## src/rtl/pdl_pkg.sv

```systemverilog
package pdl_pkg;
  localparam int SET_W_DEF = 8;
  localparam int BASE_DEF  = 4;
  localparam int SYNC_DEF  = 2;
  // index of each asynchronous control in the synchroniser bank
  localparam int IDX_EN   = 0;
  localparam int IDX_SCLK = 1;
  localparam int N_ASYNC  = 2;
endpackage

```

## src/rtl/pdl_sync.sv

```systemverilog
module pdl_sync #(
  parameter int N      = 2,
  parameter int STAGES = 2
) (
  input  logic         clk,
  input  logic         rst_n,
  input  logic [N-1:0] async_in,
  output logic [N-1:0] sync_out,
  output logic [N-1:0] sync_prev
);
  for (genvar b = 0; b < N; b++) begin : g_bit
    logic [STAGES-1:0] chain;
    always_ff @(posedge clk or negedge rst_n) begin
      if (!rst_n) begin
        chain        <= '0;
        sync_prev[b] <= 1'b0;
      end else begin
        chain        <= {chain[STAGES-2:0], async_in[b]};
        sync_prev[b] <= chain[STAGES-1];
      end
    end
    assign sync_out[b] = chain[STAGES-1];
  end
endmodule

```

## src/rtl/pdl_setting.sv

```systemverilog
module pdl_setting #(
  parameter int SET_W = 8
) (
  input  logic             clk,
  input  logic             rst_n,
  input  logic             par_mode,
  input  logic             en_s,
  input  logic             en_fall,
  input  logic             sclk_rise,
  input  logic [SET_W-1:0] bus,
  input  logic             sdi,
  output logic [SET_W-1:0] active,
  output logic             sdo
);
  logic [SET_W-1:0] shadow;

  always_ff @(posedge clk or negedge rst_n) begin
    if (!rst_n) begin
      active <= '0;
      shadow <= '0;
    end else if (par_mode) begin
      if (en_s) active <= bus;
    end else begin
      if (en_s && sclk_rise) shadow <= {shadow[SET_W-2:0], sdi};
      if (en_fall)           active <= shadow;
    end
  end

  assign sdo = en_s & shadow[SET_W-1];


  hold_during_load_chk: assert property (@(posedge clk) disable iff (!rst_n)
    (!par_mode && en_s) |=> $stable(active));

  commit_on_fall_chk: assert property (@(posedge clk) disable iff (!rst_n)
    (!par_mode && en_fall) |=> (active == $past(shadow)));

  bus_follow_chk: assert property (@(posedge clk) disable iff (!rst_n)
    (par_mode && en_s) |=> (active == $past(bus)));

  shift_msb_first_chk: assert property (@(posedge clk) disable iff (!rst_n)
    (!par_mode && en_s && sclk_rise) |=> (shadow[SET_W-1:1] == $past(shadow[SET_W-2:0])));

  latch_hold_chk: assert property (@(posedge clk) disable iff (!rst_n)
    (par_mode && !en_s) |=> $stable(active));
endmodule

```

## src/rtl/pdl_tapline.sv

```systemverilog
module pdl_tapline #(
  parameter int SET_W = 8,
  parameter int BASE  = 4
) (
  input  logic             clk,
  input  logic             rst_n,
  input  logic             din,
  input  logic [SET_W-1:0] setting,
  output logic             dout
);
  localparam int LEN   = BASE + (1 << SET_W) - 1;
  localparam int SEL_W = $clog2(LEN);

  logic [LEN-1:0]   hist;
  logic [SEL_W-1:0] sel;

  always_ff @(posedge clk or negedge rst_n) begin
    if (!rst_n) hist <= '0;
    else        hist <= {hist[LEN-2:0], din};
  end

  assign sel  = SEL_W'(BASE - 1) + SEL_W'(setting);
  assign dout = hist[sel];


  always_comb tap_in_range_chk: assert (int'(sel) < LEN);
endmodule

```

## src/rtl/prog_delay_line.sv

```systemverilog
module prog_delay_line #(
  parameter int SET_W       = pdl_pkg::SET_W_DEF,
  parameter int BASE_CYCLES = pdl_pkg::BASE_DEF,
  parameter int SYNC_STAGES = pdl_pkg::SYNC_DEF
) (
  input  logic             clk,
  input  logic             rst_n,
  input  logic             par_mode,
  input  logic             load_en,
  input  logic [SET_W-1:0] set_bus,
  input  logic             sclk,
  input  logic             sdi,
  output logic             sdo,
  input  logic             sig_in,
  output logic             sig_out
);
  import pdl_pkg::*;

  logic [N_ASYNC-1:0] raw, cur, prev;
  logic [SET_W-1:0]   active;
  logic               en_fall, sclk_rise;

  assign raw[IDX_EN]   = load_en;
  assign raw[IDX_SCLK] = sclk;

  pdl_sync #(.N(N_ASYNC), .STAGES(SYNC_STAGES)) u_sync (
    .clk(clk), .rst_n(rst_n), .async_in(raw), .sync_out(cur), .sync_prev(prev));

  assign en_fall   = prev[IDX_EN] & ~cur[IDX_EN];
  assign sclk_rise = cur[IDX_SCLK] & ~prev[IDX_SCLK];

  pdl_setting #(.SET_W(SET_W)) u_setting (
    .clk(clk), .rst_n(rst_n), .par_mode(par_mode), .en_s(cur[IDX_EN]),
    .en_fall(en_fall), .sclk_rise(sclk_rise), .bus(set_bus), .sdi(sdi),
    .active(active), .sdo(sdo));

  pdl_tapline #(.SET_W(SET_W), .BASE(BASE_CYCLES)) u_tap (
    .clk(clk), .rst_n(rst_n), .din(sig_in), .setting(active), .dout(sig_out));


  sdo_quiet_chk: assert property (@(posedge clk) disable iff (!rst_n)
    !cur[IDX_EN] |-> !sdo);
endmodule

```

## config.mk

```make
export PLATFORM = sky130hd
export DESIGN_NAME = prog_delay_line
export DESIGN_NICKNAME = d
export VERILOG_FILES = /design/src/rtl/pdl_pkg.sv /design/src/rtl/pdl_sync.sv /design/src/rtl/pdl_setting.sv /design/src/rtl/pdl_tapline.sv /design/src/rtl/prog_delay_line.sv
export SDC_FILE = /design/constraint.sdc
export NUM_CORES = 1
export LEC_CHECK = 0
export ABC_AREA = 1
export BUFFER_PORTS_ARGS = -buffer_cell sky130_fd_sc_hd__clkbuf_2
export CAP_MARGIN = 20
export CORE_MARGIN = 1.5
export CORE_UTILIZATION = 25
export DETAILED_ROUTE_END_ITERATION = 10
export PLACE_DENSITY = 0.45
export RECOVER_POWER = 25
export SLEW_MARGIN = 20
export SYNTH_ARGS = -nofsm -noshare
export SYNTH_HDL_FRONTEND = slang
export SYNTH_SLANG_ARGS = --single-unit
```

## constraint.sdc

```tcl
create_clock -name clk -period 6.85 [get_ports clk]
set_clock_uncertainty 0.15 [all_clocks]
set_input_delay 1.37 -clock clk [delete_from_list [all_inputs] [get_ports clk]]
set_output_delay 1.37 -clock clk [all_outputs]
set_load 0.01 [all_outputs]
```

======== Word-level counts from Yosys, hierarchy flattened ========
Cells that the tools add are included.
cells by class
  add/sub/neg operators ................... 1
  $mul .................................... 0
  divide/modulo/power cells ............... 0
  $lt $le $gt $ge ......................... 1
  eq/ne operators ......................... 1
  shift-type cells ........................ 0
  mux-type cells .......................... 5
  bitwise logic cells ..................... 6
  reductions and logical operators ........ 4
operators by type and width
  kind                                                                           number
  8-bit two-way mux                                                              3
  9-bit by 10-bit less-than comparator with 1-bit output, second input constant  1
  2-bit by 8-bit adder with 9-bit output, first input constant                   1
  1-bit binary-select mux with 9-bit select                                      1
  2-bit AND reduction                                                            2
  1-bit AND                                                                      3
  1-bit NOT                                                                      3
  2-bit by 1-bit inequality test with 1-bit output, second input constant        1
  2-bit nonzero test                                                             1
  1-bit logical AND                                                              1
  1-bit two-way mux                                                              1
word-level totals
  register bits after elaboration ......... 281
  bits in latches ......................... 0
  bits in writable memories ............... 0
  memory bits (read-only) ................. 0
  bits of input ports ..................... 15
  output and inout bits ................... 2
  logic and storage cells ................. 25
  memories ................................ 0

======== Depth between registers and ports, before layout ========
  depth in word-level cells ............... 4
  mapped depth ............................ 21
  mapped depth without buffers ............ 16

======== Hierarchy ========
From an unflattened synthesis, not the netlist that was laid out.
second synthesis, totals
  cells, all modules ...................... 1064
  area, all modules ....................... 10496.3 um2
by module, submodules not included
  module           times used  cells an instance  area each (um2)  seq. area each (um2)
  pdl_tapline      1           953                9496.6           6481.2
  pdl_setting      1           99                 814.5            400.4
  pdl_sync         1           8                  165.2            150.1
  prog_delay_line  1           4                  20.0             0.0

======== Worst setup path after synthesis ========
No wires, ideal clock.
  path type ............................... register to output
  from .................................... reg u_setting.active[0]
  to ...................................... out sig_out
  arrival time ............................ 2.415 ns
  data required time ...................... 5.330 ns
  slack ................................... 2.915 ns
  cell stages (with the launch flop) ...... 20
  path through ............................ dfrtp_1 -> buf_4 -> inv_4 -> buf_6 -> clkbuf_1 -> ha_1 -> buf_2 -> inv_1 -> buf_2 -> buf_2 -> nand3_1 -> nand3_1 -> nand3_1 -> nand3_1 -> nand3_1 -> nand3_1 -> nand2_1 -> nand2_1 -> nand3_1 -> nand2_1
on the way
  cells in the longest elaborated chain, start to end .. 3
ends and longest elaborated chain
  element                                    RTL line               text
  from (decl)                                pdl_setting.sv:12      output logic [SET_W-1:0] active,
  from (signal assigned)                     pdl_setting.sv:22      if (en_s) active <= bus;
  from (signal assigned)                     pdl_setting.sv:25      if (en_fall) active <= shadow;
  2-bit by 8-bit adder with 9-bit output     pdl_tapline.sv:22      assign sel = SEL_W'(BASE - 1) + SEL_W'(setting);
  1-bit binary-select mux with 9-bit select  pdl_tapline.sv:23      assign dout = hist[sel];
  1-bit two-way mux (implied by the code)    pdl_tapline.sv:23
  to (decl)                                  prog_delay_line.sv:15  output logic sig_out
No other way between the ends. The select of a mux whose other input is x is not followed.

======== Worst setup path after layout ========
Ends and elaborated chain as after synthesis.

==> impl_metrics.py <==
metrics = {
    "synth": {
        "yosys-top-cells-area": "dfrtp_1, nand2_1, nand3_1",
        "yosysSeqAreaShare_pct": 68.2,
        "synth.area.mux_share_pct": 0.0971,
        "yosys.area_share.xor_xnor_pct": 0.497,
        "synth.distinct_cells": 19,
        "synth_compound_area_share_pct": 4.42,
        "syn-num-nets": 1057,
        "async_reset_ff_share_pct": 100,
        "synth-edff-count": 0,
        "yosysTopAreaCellShare_pct": 68.2,
        "synth-main-ff-cell": "dfrtp_1",
        "synth-simple-area-share_pct": 21.6,
        "synth_top_family_by_area": "simple AND/OR/NAND/NOR gates",
        "yosysMostFrequentCell": "dfrtp_1",
        "synth_common_cells": "dfrtp_1, nand2_1, nand3_1",
        "netlist_instances": 1041,
        "synth.avg_cell_area_um2": 9.91,
        "yosys.area.top_type": "dfrtp_1",
        "synth.cell_area_um2": 10300,
        "synthAdderAreaFrac_pct": 0.121,
        "ys_warn_count": 0,
        "synth-seq-cells": 281,
    },
    "placed_design": {
        "pre_cts_ws_ps": 1680,
        "port_buffers": 16,
        "gp_congestion": 0.725,
        "dp_hpwl_um": 13000,
    },
    "power_and_ir_drop": {
        "power_frac_seq_pct": 42.7,
        "p_int_mw": 2.90,
        "pwr-share-clk_pct": 40.3,
        "p_sw_mw": 1.15,
        "vdd_drop_max_mv": 0.165,
        "fin_total_pwr_mw": 4.05,
        "power_leakage_nw": 5.86,
        "p_sw_share_pct": 28.4,
        "power.density_nw_per_um2": 339,
        "combPwrFrac_pct": 17.0,
    },
    "timing": {
        "tns_ps": 0,
        "rsz0062_at_grt": "false",
        "setup_slack_ps": 1210,
        "worst_slew_pin_slew_ps": 1000,
        "relSlewSlack_pct": 33.2,
        "slew_viol_final": 0,
        "setup_viol": 0,
        "clock.fmax_ghz": 0.177,
        "holdWs_ps": 200,
        "min_period_ps": 5640,
        "hold_viol": 0,
        "finalCritPeriodShare_pct": 82.4,
    },
    "floorplanning": {
        "io_pins": 17,
        "num_rows": 74,
        "die_h_um": 206,
        "start_util_pct": 25.3,
        "coreArea_um2": 40700,
        "die_w_um": 206,
        "die_area_um2": 42500,
    },
    "clocking": {
        "clockBufferDepth": 3,
        "root_buffer": "clkbuf_16",
        "numCtsBuffers": 29,
        "cts.sinks": 281,
        "cts.repair.resized": 0,
        "clk_latency_ps": 530,
        "ctsHoldBuffers": 0,
        "postCtsSetupRepairBufs": 0,
        "path_clk_slew_ps": 60,
        "cts_tree": "built",
        "htree_levels": 1,
    },
    "run_status": {
        "status": "finished, final reports clean",
    },
    "routing": {
        "wl_per_cell_um": 14.3,
        "vias_per_cell": 4.17,
        "vias": 6659,
        "postRouteAntennaNets": 0,
        "drc_errors": 0,
        "first_pass_iters": 4,
        "drtIter0Drc": 403,
        "wl_um": 22800,
    },
    "global_route": {
        "grt_max_degree": 139,
        "grt_usage_pct": 11.3,
        "overflow": 0,
        "grt_pass1_wl_um": 38800,
        "grt_pass1_vias": 7160,
        "antenna_found_initial": 0,
    },
    "setup_path": {
        "path_class": "flip-flop to primary output",
        "setup.worst_path.end_class": "primary output",
        "ff2ff_setup_slack_ps": 4410,
        "required_ps": 5330,
        "crit_fanout": 51,
        "worstRegToRegCells": 3,
        "crit_path_start_kind": "flip-flop",
        "worstPathArrival_ps": 4120,
    },
    "finish": {
        "area_growth_pct": 15.6,
        "nets": 1059,
        "fill_cells": 4299,
        "drive_gt1_share_pct": 7.89,
        "diodes": 0,
    },
    "min_path": {
        "min_path_type": "flip-flop to flip-flop",
        "min_path_cells": 0,
    },
    "job": {
        "maxCapViolations": 0,
    },
}
==> worst max-delay path, cell delays in order, from the launching register on <==
cell	delay [ps]
dfrtp_4	690
inv_4	470
ha_2	380
xor2_4	720
buf_4	330
nand3_1	90
nand3_1	90
nand3_1	120
nand3_1	100
nand3_1	70
nand2_1	130
nand2_1	70
nand3_1	70
nand2_1	80
clkbuf_2	140
==> cell usage in the layout (no fill, tap or decap), types with 2 or more instances in the layout <==
cell type  Yosys  final
nand3_1      145    145
clkinv_2       0      5
o21ai_0       87     87
nor2_1       131    131
inv_4          2      2
dfrtp_1      281    280
inv_1         64     63
nand4_1        3      3
buf_4          3      9
a21oi_1        4      4
clkbuf_2       0     15
clkbuf_16      0     29
xor2_1         3      2
clkbuf_8       0     11
clkbuf_1      18      3
nand2_1      261    261
bufinv_16      0      3
==> stage by stage <==
step	cells	utilization, %	cell area [µm²]
after floorplan	1041	-	10300
after global placement	1544	26.8	10900
after detailed placement	1544	26.8	10900
after CTS	1596	29.3	11900
after global routing	1596	29.3	11900
final	1596	29.3	11900
==> final cells by class <==
cell class | count | area (µm²) | area share [%]
sequential | 281 | 7040 | 59.0
multi-input combinational | 639 | 2790 | 23.4
tap | 532 | 666 | 5.58
inverter | 66 | 253 | 2.12
clock inverter | 9 | 123 | 1.03
timing repair buffer | 26 | 178 | 1.49
clock buffer | 43 | 888 | 7.45
==> final timing paths <==
| path | from | endpoint |
|---|---|---|
| min reg2reg | u_sync.g_bit[1].chain[0] | u_sync.g_bit[1].chain[1] |
| max reg2reg | u_setting.active[0] | u_setting.active[0] |
| max | u_setting.active[0] | sig_out |
| min in group asynchronous | rst_n | u_tap.hist[72] |
| min | u_sync.g_bit[1].chain[0] | u_sync.g_bit[1].chain[1] |
| max in group asynchronous | rst_n | u_tap.hist[137] |
==> routing by layer <==
| layer | track usage, % | vias to the layer above | part of all wire, % | wire length (µm) |
|---|---|---|---|---|
| met5 | 0 | - | 0 | 0 |
| met4 | 3.00 | 0 | 2.1 | 473 |
| met3 | 1.62 | 34 | 3.6 | 816 |
| met2 | 17.7 | 88 | 43 | 9770 |
| met1 | 16.3 | 3242 | 52 | 11800 |
| li1 | - | 3295 | - | - |
==> cells by family after synthesis <==
group,Yosys count
flops,281
compound gates,91
simple gates,541
mux,1
fa+ha+maj,1
xor+xnor,5
buf+inv,121
==> state kept, by name, indices dropped and copies added, names as in the netlist <==
register / cells
u_tap.hist: 259
u_setting.active: 8
u_setting.shadow: 8
u_sync.g_bit.chain: 4
u_sync.sync_prev: 2
==> power by group through the flow <==
| stage | combinational [mW] | clock, mW | sequential (mW) |
|---|---|---|---|
| after detailed placement | 0.702 | 0 | 1.76 |
| after global routing | 0.786 | 1.75 | 1.73 |
| after CTS | 0.705 | 1.69 | 1.73 |
| final | 0.687 | 1.63 | 1.73 |
| after floorplan | 0.488 | 0 | 1.74 |
| after global placement | 0.700 | 0 | 1.76 |
No activity file was read; power rests on OpenSTA's default activity.
